## src/rtl/vp_pkg.sv

```systemverilog
package vp_pkg;
  localparam bit MODE_RESERVE = 1'b0;
  localparam bit MODE_STEAL   = 1'b1;

  // distance of a slot from the window head, 0 = oldest
  function automatic logic [31:0] rel_age(input logic [31:0] idx, input logic [31:0] base,
                                          input logic [31:0] depth);
    return (idx + depth - base) % depth;
  endfunction
endpackage

```

## src/rtl/vp_free_list.sv

```systemverilog
module vp_free_list #(
  parameter int NUM_PREGS  = 12,
  parameter int FIRST_FREE = 8,
  localparam int PW  = $clog2(NUM_PREGS),
  localparam int FCW = $clog2(NUM_PREGS + 1)
) (
  input  logic           clk_i,
  input  logic           rst_ni,
  input  logic           rel_valid_i,
  input  logic [PW-1:0]  rel_idx_i,
  input  logic           take_i,
  output logic           any_o,
  output logic [PW-1:0]  pick_o,
  output logic [FCW-1:0] cnt_o
);
  logic [NUM_PREGS-1:0] mask_q, avail, take_mask;

  always_comb begin
    avail = mask_q;
    if (rel_valid_i) avail[rel_idx_i] = 1'b1;
  end

  always_comb begin
    pick_o = '0;
    for (int i = NUM_PREGS - 1; i >= 0; i--)
      if (avail[i]) pick_o = PW'(i);
  end

  always_comb begin
    cnt_o = '0;
    for (int i = 0; i < NUM_PREGS; i++) cnt_o = cnt_o + FCW'(avail[i]);
  end

  assign any_o = |avail;

  always_comb begin
    take_mask = '0;
    if (take_i) take_mask[pick_o] = 1'b1;
  end

  always_ff @(posedge clk_i or negedge rst_ni) begin
    if (!rst_ni) begin
      for (int i = 0; i < NUM_PREGS; i++) mask_q[i] <= (i >= FIRST_FREE);
    end else begin
      mask_q <= avail & ~take_mask;
    end
  end
endmodule

```

## src/rtl/vp_steal_pick.sv

```systemverilog
module vp_steal_pick #(
  parameter int ROB_DEPTH = 16,
  localparam int VW = $clog2(ROB_DEPTH)
) (
  input  logic [ROB_DEPTH-1:0] cand_i,
  input  logic [VW-1:0]        base_i,
  input  logic [VW-1:0]        req_i,
  output logic                 found_o,
  output logic [VW-1:0]        victim_o
);
  import vp_pkg::*;

  logic [31:0] req_age, best_age;

  always_comb begin
    req_age  = rel_age(32'(req_i), 32'(base_i), 32'(ROB_DEPTH));
    best_age = '0;
    found_o  = 1'b0;
    victim_o = '0;
    for (int i = 0; i < ROB_DEPTH; i++) begin
      if (cand_i[i] && rel_age(32'(i), 32'(base_i), 32'(ROB_DEPTH)) > req_age &&
          (!found_o || rel_age(32'(i), 32'(base_i), 32'(ROB_DEPTH)) > best_age)) begin
        found_o  = 1'b1;
        best_age = rel_age(32'(i), 32'(base_i), 32'(ROB_DEPTH));
        victim_o = VW'(i);
      end
    end
  end
endmodule

```

## src/rtl/vp_rename_alloc.sv

```systemverilog
module vp_rename_alloc #(
  parameter int NUM_LREGS = 8,
  parameter int NUM_PREGS = 12,
  parameter int ROB_DEPTH = 16,
  localparam int LW  = $clog2(NUM_LREGS),
  localparam int PW  = $clog2(NUM_PREGS),
  localparam int VW  = $clog2(ROB_DEPTH),
  localparam int CW  = $clog2(ROB_DEPTH + 1),
  localparam int FCW = $clog2(NUM_PREGS + 1)
) (
  input  logic          clk_i,
  input  logic          rst_ni,
  input  logic          steal_mode_i,
  input  logic          ren_valid_i,
  input  logic [LW-1:0] ren_lreg_i,
  output logic          ren_ready_o,
  output logic [VW-1:0] ren_vtag_o,
  output logic [VW-1:0] ren_prev_vtag_o,
  output logic          ren_prev_pend_o,
  input  logic          cmp_valid_i,
  input  logic [VW-1:0] cmp_vtag_i,
  output logic          cmp_grant_o,
  output logic [PW-1:0] cmp_preg_o,
  output logic          steal_valid_o,
  output logic [VW-1:0] steal_vtag_o,
  input  logic          cmt_valid_i,
  output logic          cmt_ready_o,
  output logic [PW-1:0] cmt_freed_preg_o,
  input  logic [VW-1:0] lkp_vtag_i,
  output logic          lkp_bound_o,
  output logic [PW-1:0] lkp_preg_o
);
  import vp_pkg::*;

  logic [ROB_DEPTH-1:0] ent_valid_q, vp_valid_q, cand;
  logic [LW-1:0]        ent_lreg_q  [ROB_DEPTH];
  logic [PW-1:0]        vp_preg_q   [ROB_DEPTH];
  logic [PW-1:0]        arch_preg_q [NUM_LREGS];
  logic [VW-1:0]        lmap_vtag_q [NUM_LREGS];
  logic [NUM_LREGS-1:0] lmap_pend_q;
  logic [VW-1:0]        head_q, tail_q, eff_head, victim;
  logic [CW-1:0]        cnt_q;

  logic          ren_fire, cmt_fire, cmp_ok, is_oldest, take_free, free_any, steal_found;
  logic [LW-1:0] cmt_lreg;
  logic [PW-1:0] rel_preg, free_pick;
  logic [FCW-1:0] free_cnt;

  assign ren_ready_o     = (cnt_q != CW'(ROB_DEPTH));
  assign ren_fire        = ren_valid_i & ren_ready_o;
  assign ren_vtag_o      = tail_q;
  assign ren_prev_vtag_o = lmap_vtag_q[ren_lreg_i];
  assign ren_prev_pend_o = lmap_pend_q[ren_lreg_i];

  assign cmt_ready_o      = ent_valid_q[head_q] & vp_valid_q[head_q];
  assign cmt_fire         = cmt_valid_i & cmt_ready_o;
  assign cmt_lreg         = ent_lreg_q[head_q];
  assign rel_preg         = arch_preg_q[cmt_lreg];
  assign cmt_freed_preg_o = rel_preg;

  // age is judged against the head as it stands after this cycle's commit
  assign eff_head  = head_q + VW'(cmt_fire);
  assign is_oldest = (cmp_vtag_i == eff_head);
  assign cmp_ok    = cmp_valid_i & ent_valid_q[cmp_vtag_i] & ~vp_valid_q[cmp_vtag_i];

  assign lkp_bound_o = vp_valid_q[lkp_vtag_i];
  assign lkp_preg_o  = vp_preg_q[lkp_vtag_i];

  always_comb begin
    cand = ent_valid_q & vp_valid_q;
    if (cmt_fire) cand[head_q] = 1'b0;
  end

  vp_free_list #(.NUM_PREGS(NUM_PREGS), .FIRST_FREE(NUM_LREGS)) u_free (
    .clk_i, .rst_ni,
    .rel_valid_i(cmt_fire), .rel_idx_i(rel_preg), .take_i(take_free),
    .any_o(free_any), .pick_o(free_pick), .cnt_o(free_cnt)
  );

  vp_steal_pick #(.ROB_DEPTH(ROB_DEPTH)) u_pick (
    .cand_i(cand), .base_i(eff_head), .req_i(cmp_vtag_i),
    .found_o(steal_found), .victim_o(victim)
  );

  always_comb begin
    take_free     = 1'b0;
    cmp_grant_o   = 1'b0;
    steal_valid_o = 1'b0;
    steal_vtag_o  = victim;
    cmp_preg_o    = free_pick;
    if (cmp_ok) begin
      if (steal_mode_i == MODE_STEAL || is_oldest) begin
        if (free_any) begin
          take_free   = 1'b1;
          cmp_grant_o = 1'b1;
        end else if (steal_found) begin
          cmp_grant_o   = 1'b1;
          steal_valid_o = 1'b1;
          cmp_preg_o    = vp_preg_q[victim];
        end
      end else if (free_cnt >= FCW'(2)) begin
        take_free   = 1'b1;
        cmp_grant_o = 1'b1;
      end
    end
  end

  always_ff @(posedge clk_i or negedge rst_ni) begin
    if (!rst_ni) begin
      ent_valid_q <= '0;
      vp_valid_q  <= '0;
      lmap_pend_q <= '0;
      head_q      <= '0;
      tail_q      <= '0;
      cnt_q       <= '0;
      for (int i = 0; i < ROB_DEPTH; i++) begin
        ent_lreg_q[i] <= '0;
        vp_preg_q[i]  <= '0;
      end
      for (int l = 0; l < NUM_LREGS; l++) begin
        arch_preg_q[l] <= PW'(l);
        lmap_vtag_q[l] <= '0;
      end
    end else begin
      if (cmt_fire) begin
        ent_valid_q[head_q]   <= 1'b0;
        vp_valid_q[head_q]    <= 1'b0;
        arch_preg_q[cmt_lreg] <= vp_preg_q[head_q];
        if (lmap_vtag_q[cmt_lreg] == head_q) lmap_pend_q[cmt_lreg] <= 1'b0;
        head_q <= head_q + 1'b1;
      end
      if (ren_fire) begin
        ent_valid_q[tail_q]     <= 1'b1;
        ent_lreg_q[tail_q]      <= ren_lreg_i;
        vp_valid_q[tail_q]      <= 1'b0;
        lmap_vtag_q[ren_lreg_i] <= tail_q;
        lmap_pend_q[ren_lreg_i] <= 1'b1;
        tail_q <= tail_q + 1'b1;
      end
      if (steal_valid_o) vp_valid_q[victim] <= 1'b0;
      if (cmp_grant_o) begin
        vp_valid_q[cmp_vtag_i] <= 1'b1;
        vp_preg_q[cmp_vtag_i]  <= cmp_preg_o;
      end
      cnt_q <= cnt_q + CW'(ren_fire) - CW'(cmt_fire);
    end
  end
endmodule

```

## config.mk

```make
export PLATFORM = sky130hd
export DESIGN_NAME = vp_rename_alloc
export DESIGN_NICKNAME = d
export VERILOG_FILES = /design/src/rtl/vp_pkg.sv /design/src/rtl/vp_free_list.sv /design/src/rtl/vp_steal_pick.sv /design/src/rtl/vp_rename_alloc.sv
export SDC_FILE = /design/constraint.sdc
export NUM_CORES = 1
export LEC_CHECK = 0
export ABC_AREA = 1
export BUFFER_PORTS_ARGS = -buffer_cell sky130_fd_sc_hd__buf_4
export CAP_MARGIN = 0
export CORE_ASPECT_RATIO = 1.5
export CORE_MARGIN = 4
export CORE_UTILIZATION = 52
export CTS_CLUSTER_SIZE = 16
export DETAILED_ROUTE_END_ITERATION = 8
export GPL_ROUTABILITY_DRIVEN = 0
export PLACE_DENSITY = 0.68
export SLEW_MARGIN = 10
export SYNTH_ARGS = -nofsm -noshare
export SYNTH_HDL_FRONTEND = slang
export SYNTH_SLANG_ARGS = --single-unit
```

## constraint.sdc

```tcl
create_clock -name clk_i -period 60.3 [get_ports clk_i]
set_input_delay 6.03 -clock clk_i [delete_from_list [all_inputs] [get_ports clk_i]]
set_output_delay 6.03 -clock clk_i [all_outputs]
set_load 0.005 [all_outputs]
```

Word-level counts from Yosys, hierarchy flattened
Cells that the tools add are included.
- add/sub/neg operators: 34
- magnitude comparators: 60
- equal/unequal tests: 3
- mux-type cells: 146
- bitwise logic cells: 30
- reduce and logical (&&, ||, !) cells: 75
- operators with widths (kind ; number):
    two-way mux 4 bit ; 54
    > comparator 4 bit ; 31
    two-way mux 16 bit ; 7
    bitwise AND 16 bit ; 6
    bitwise mux 32 bit ; 2
    bitwise mux 64 bit ; 1
    binary-select mux 4 bit (select 4 bit) ; 3
    bitwise mux 48 bit ; 1
    inverter 16 bit ; 3
    adder 4 x 1 -> 4 bit ; 11
    logical AND 1 bit ; 43
    two-way mux 1 bit ; 42
    binary-select mux 4 bit (select 3 bit) ; 3
    < comparator 4 x 5 -> 1 bit, second input constant ; 7
    bitwise OR 16 bit ; 2
    subtractor 4 bit, first input constant ; 8
    greater-or-equal comparator 5 bit, second input constant ; 5
    inverter 4 -> 5 bit ; 5
    demux 1 bit (select 4 bit) ; 6
    demux 4 bit (select 3 bit) ; 2
    greater-or-equal comparator 4 x 1 -> 1 bit, second input constant ; 6
    two-way mux 12 bit ; 2
    two-way mux 8 bit ; 3
    two-way mux 3 bit ; 7
    other kinds (35) ; 88
- bits in registers: 241
- input bits: 17
- output and inout bits: 30
- logic and storage cells: 403

Longest topological paths before layout
- depth in word-level cells: 78
- gate-level depth with buffers: 205
- depth with buffers taken out: 202

Hierarchy
A second synthesis with hierarchy kept.
- cell total of the unflattened synthesis: 2650
- area total of the unflattened synthesis: 18601.6 µm²
- modules (own cells, without submodules) (module ; instances ; cells an instance ; area each (µm²) ; sequential area each (µm²)):
    vp_rename_alloc ; 1 ; 1848 ; 13606.8 ; 5745.5
    vp_steal_pick ; 1 ; 653 ; 3844.9 ; 0.0
    vp_free_list ; 1 ; 149 ; 1149.9 ; 305.3

Least setup slack after synthesis
OpenSTA, ideal clock, no wires.
- path kind: input port to output port
- from: input cmt_valid_i
- to: output cmp_preg_o[3]
- arrival: 26036 ps
- slack: 28234 ps
- cell stages on the path: 184
- cells stage by stage: nand3_4 > inv_4 > ha_1 > ha_1 > or2_2 > nand2_1 > clkinv_1 > nor2_1 > nor2_1 > inv_1 > nor2_1 > nand2_1 > nand3b_1 > xnor2_1 > ha_1 > nor2_1 > o21ai_0 > nor2_1 > (+148 left out) > nand2_1 > ha_1 > inv_1 > nor2_1 > o21bai_1 > nand2_1 > o21ai_0 > nand2_1 > nand2_2 > nand2_4 > nor3_4 > nand2_1 > nor2_1 > inv_1 > nor2_1 > nor2_1 > nand3_2 > and2_1
- cells in the longest elaborated chain, start to end: 74
- elaborated cells on any way between the ends: 182
- classes of those cells: 18 x add/sub; 31 x order compare; 1 x eq/ne; 67 x mux; 2 x bitwise; 63 x reduce/logical
- ends and longest elaborated chain (what ; RTL line ; RTL):
    from (decl) ; vp_rename_alloc.sv:26 ; input logic cmt_valid_i,
    bitwise AND 1 bit * ; vp_rename_alloc.sv:56 ; assign cmt_fire = cmt_valid_i & cmt_ready_o;
    adder 4 x 1 -> 4 bit ; vp_rename_alloc.sv:62 ; assign eff_head = head_q + VW'(cmt_fire);
    subtractor 1 x 4 -> 4 bit or subtractor 4 bit (tied branches) ; vp_pkg.sv:8 ; return (idx + depth - base) % depth;
    > comparator 4 bit ; vp_steal_pick.sv:21 ; if (cand_i[i] && rel_age(32'(i), 32'(base_i), 32'(ROB_DEPTH)) > req_age &&
    logical AND 1 bit ; vp_steal_pick.sv:21 ;
    two-way mux 4 bit or two-way mux 1 bit (tied branches) ; vp_steal_pick.sv:21 ;
    > comparator 4 bit or logical NOT 1 bit (tied branches) ; vp_steal_pick.sv:22 ; (!found_o || rel_age(32'(i), 32'(base_i), 32'(ROB_DEPTH)) > best_age)) begin
    logical OR 1 bit ; vp_steal_pick.sv:22 ;
    (+58 left out) ; n/a ;
    named net steal_vtag_o[3] ; vp_rename_alloc.sv:25 ; output logic [VW-1:0] steal_vtag_o,
    inverter 4 -> 5 bit (not written as such) * ; vp_rename_alloc.sv:99 ; cmp_preg_o = vp_preg_q[victim];
    binary-select mux 4 bit (select 4 bit) * ; vp_rename_alloc.sv:99 ;
    two-way mux 4 bit (not written as such) * (2 in a row) ; vp_rename_alloc.sv:99 ;
    two-way mux 4 bit * ; vp_rename_alloc.sv:96 ; end else if (steal_found) begin
    two-way mux 4 bit * ; vp_rename_alloc.sv:93 ; if (free_any) begin
    two-way mux 4 bit * ; vp_rename_alloc.sv:92 ; if (steal_mode_i == MODE_STEAL || is_oldest) begin
    two-way mux 4 bit * ; vp_rename_alloc.sv:91 ; if (cmp_ok) begin
    to (decl) ; vp_rename_alloc.sv:23 ; output logic [PW-1:0] cmp_preg_o,
Mark *: on every way through the listed nets, which the timed path passes. The rest lies on a longest branch. The select of a mux whose other input is x is not followed.

Worst setup path in the final report
- from: input cmt_valid_i
- to: output cmp_preg_o[3]
- cells in the longest elaborated chain, start to end: 74
- elaborated cells on any way between the ends: 182
- classes of those cells: 18 x add/sub; 31 x order compare; 1 x eq/ne; 67 x mux; 2 x bitwise; 63 x reduce/logical
- ends and longest elaborated chain (what ; RTL line):
    bitwise AND 1 bit * ; vp_rename_alloc.sv:56
    adder 4 x 1 -> 4 bit ; vp_rename_alloc.sv:62
    subtractor 1 x 4 -> 4 bit or subtractor 4 bit (tied branches) ; vp_pkg.sv:8
    > comparator 4 bit ; vp_steal_pick.sv:21
    logical AND 1 bit ; vp_steal_pick.sv:21
    two-way mux 4 bit or two-way mux 1 bit (tied branches) ; vp_steal_pick.sv:21
    > comparator 4 bit or logical NOT 1 bit (tied branches) ; vp_steal_pick.sv:22
    logical OR 1 bit ; vp_steal_pick.sv:22
    (+57 left out) ; n/a
    two-way mux 4 bit ; vp_steal_pick.sv:21
    inverter 4 -> 5 bit (not written as such) ; vp_rename_alloc.sv:99
    binary-select mux 4 bit (select 4 bit) ; vp_rename_alloc.sv:99
    two-way mux 4 bit (not written as such) (2 in a row) ; vp_rename_alloc.sv:99
    two-way mux 4 bit ; vp_rename_alloc.sv:96
    two-way mux 4 bit ; vp_rename_alloc.sv:93
    two-way mux 4 bit ; vp_rename_alloc.sv:92
    two-way mux 4 bit * ; vp_rename_alloc.sv:91
Every way passes the cells marked *; elsewhere a longest branch is shown, timed or not. The select of a mux whose other input is x is not followed.

==> summary.txt <==
Clock network
  • Number of clock buffers inserted by TritonCTS: 25
  • Latest clock arrival within the worst-skew pair: 0.56 ns
  • PostCTS Resize Cnt: 0
  • CTS Hold Buffers Added: 0
  • Clock H-tree levels: 1
  • Clock transition at the register clock pins on the worst setup and hold paths after CTS: 0.06 ns
  • Setup bufs post-CTS: 0
  • Root buffer cell: clkbuf_16
  • # clock sinks: 241
  • Worst-case clock buffer depth: 3
  • TritonCTS clock tree: done

Worst hold path
  • Hold EP: ent_lreg_q[44]
  • Min-Delay Path Depth: 2
  • Worst hold path startpoint: ent_lreg_q[44]
  • Classification of the worst-slack hold path: reg2reg

Global routing
  • Maximum number of pins on one net before global-route repair: 105
  • Wire length of the first global-routing pass: 97.5 mm
  • All-Layer GR Usage: 32.0%
  • Initial antenna violation count: 0
  • Leftover overflow at the end of global routing: 0
  • Via count of the first global-routing pass: 17700

STA
  • Final Hold Viols: 0
  • Clock skew: 0.0420 ns
  • Max-slew violation count: 0
  • Highest attainable clock frequency: 0.0277 GHz
  • Final setup violation count: 0
  • Final total negative setup slack: 0 ns
  • Slew margin rel.: 15.1%
  • Final worst path period share: 59.9%
  • Unrepaired setup endpoints after global routing: no
  • Shortest clock period the worst path allows after layout: 36.11 ns
  • Actual transition at the worst max-transition pin: 1.26 ns

Yosys
  • List of most frequent post-synthesis cells: nand2_1 (681), o21ai_0 (279), inv_1 (262)
  • Cell type with the highest aggregate area in the netlist: dfrtp_1
  • Portion of the post-synthesis area used by sequential elements: 33.4%
  • Gate count of the mapped netlist: 2565
  • Synthesized area per cell: 7.05 µm²
  • Top cells by area, synth: dfrtp_1 (31%), nand2_1 (14%), ha_1 (7.7%), o21ai_0 (7.7%), inv_1 (5.4%)
  • Yosys Warn Count: 0
  • Share of async-settable or async-resettable flops after synthesis: 100%
  • Count of distinct cell types in the synthesized netlist: 61
  • Proportion of netlist area held by the largest area contributor: 31.1%
  • Synth Register Bits: 241
  • Number of nets produced by synthesis: 2702
  • Most common flop cell mapped by yosys: dfrtp_1
  • Post-synthesis instance area: 18100 µm²
  • Dominant cell by count in the synthesized netlist: nand2_1
  • Number of flops mapped to enable cells by yosys: 0

Critical path
  • Arrival time worst endpoint: 30.08 ns
  • Worst path top cell family by delay: simple AND/OR/NAND/NOR gates
  • Number of buffers and inverters on the critical path: 32
  • Data required, critical path: 54.27 ns
  • Highest fanout seen on the critical path: 33
  • Critical R2R Launch: head_q[0]
  • Largest incremental delay on the critical path: 0.43 ns
  • Start-to-end type of the worst setup path: in2out
  • CP max stage cell: clkinv_1
  • Terminus of the critical flop-to-flop path: vp_preg_q[5]
  • Startpoint kind of the worst setup timing path: primary input
  • Setup crit end kind: output port
  • Most frequent CP cell: nand2_1
  • Worst reg2reg path depth: 194
  • Reg2Reg Setup Slack: 34.37 ns

Final layout
  • NumNets Final: 2716
  • Fraction of layout instances using a drive strength above 1: 9.85%
  • Design Area, Final: 19400 µm²
  • ANT cells: 0
  • Area Overhead vs Synth: 7.50%

Run
  • Number of maximum-capacitance constraint violations: 0

Route
  • Vias per Instance: 6.06
  • Remaining design rule violation count: 0
  • Wire length per cell after detailed routing: 20.5 µm
  • Post-DRT Antenna Nets: 0
  • Starting DRC count in detailed routing: 1777
  • DR vias: 18300
  • Wire length reported by the detailed router: 61.8 mm
  • DRT Pass-1 Iters: 6

Floorplanning
  • Die Outline Area: 37900 µm²
  • Starting density of the core: 52.8%
  • Count of pins on the block boundary: 47
  • Die boundary height: 236 µm
  • Num rows: 83
  • Placeable core region: 34300 µm²
  • Die Span X: 160 µm

Placed design
  • Dpl hpwl: 45.6 mm
  • PortBufs: 46
  • Instance area at placement: 18700 µm²

Outcome
  • Run status: finished clean
placed cells by master, fill, tap and decap left out, types with 20 or more instances in the layout:
cell / n
dfrtp_1: 224
inv_1: 262
o21ai_1: 37
nor2_1: 206
nand2_2: 21
o22ai_1: 38
o21ai_0: 279
nand2_1: 681
clkbuf_16: 25
nand3_1: 196
nand4_1: 31
ha_1: 112
nor2_2: 28
xor2_1: 23
buf_4: 60
inv_2: 32
a21oi_1: 104
and2_1: 20
stage by stage:
step | utilization, % | setup slack (ns) | cells | hold slack (ns)
after floorplan | - | 28.23 | 2565 | 0.448
after global placement | 54.5 | 25.62 | 2977 | 0.463
after detailed placement | 54.5 | 24.65 | 2977 | 0.469
after CTS | 56.8 | 24.57 | 3023 | 0.484
after global routing | 56.8 | 21.64 | 3023 | 0.499
final | 56.8 | 24.19 | 3023 | 0.478
registers in the layout (all words and copies together), names as in the netlist:
register	flops
vp_preg_q	64
ent_lreg_q	48
ren_vtag_o	4
head_q	4
ent_valid_q	16
vp_valid_q	16
u_free.mask_q	12
arch_preg_q	32
lmap_pend_q	8
lmap_vtag_q	32
cnt_q	5
cell type report:
cell class	instances	area, µm²
Clock inverter	9	82.6
Tap cell	425	532
Clock buffer	37	691
Multi-Input combinational cell	1946	10500
Sequential cell	241	6050
Inverter	304	1150
Fill cell	3290	14800
Timing Repair Buffer	61	465
worst min-delay path, cell delays in order, from the launching register on:
cell     delay, ns
dfrtp_1       0.33
nand2_1       0.05
o21ai_0       0.06
routing by layer:
| layer | track usage (%) | wire length (µm) |
|---|---|---|
| met1 | 39.0 | 23100 |
| met2 | 53.5 | 29200 |
| met3 | 4.23 | 4890 |
| met4 | 20.4 | 4710 |
| met5 | 0 | 0 |
how the worst max path moves through the flow:
stage                           start       endpoint  slack [ns]  cells past startpoint
after detailed placement  cmt_valid_i  cmp_preg_o[3]       24.65                    189
after CTS                 cmt_valid_i  cmp_preg_o[3]       24.57                    189
final                     cmt_valid_i  cmp_preg_o[3]       24.19                    188
after global placement    cmt_valid_i  cmp_preg_o[3]       25.62                    189
after floorplan           cmt_valid_i  cmp_preg_o[3]       28.23                    184
after global routing      cmt_valid_i  cmp_preg_o[3]       21.64                    187
cells by family after synthesis:
family / after synthesis / share of synthesized area (%)
fa+ha+maj: 120 / 8.63
simple gates: 1230 / 29.8
mux: 12 / 0.747
flops: 241 / 33.4
buf+inv: 378 / 8.66
xor+xnor: 26 / 1.26
compound gates: 558 / 17.5
Power is left out: the tool's default activity adds up to more than one toggle a clock period on the data nets, which glitch-free logic cannot reach.
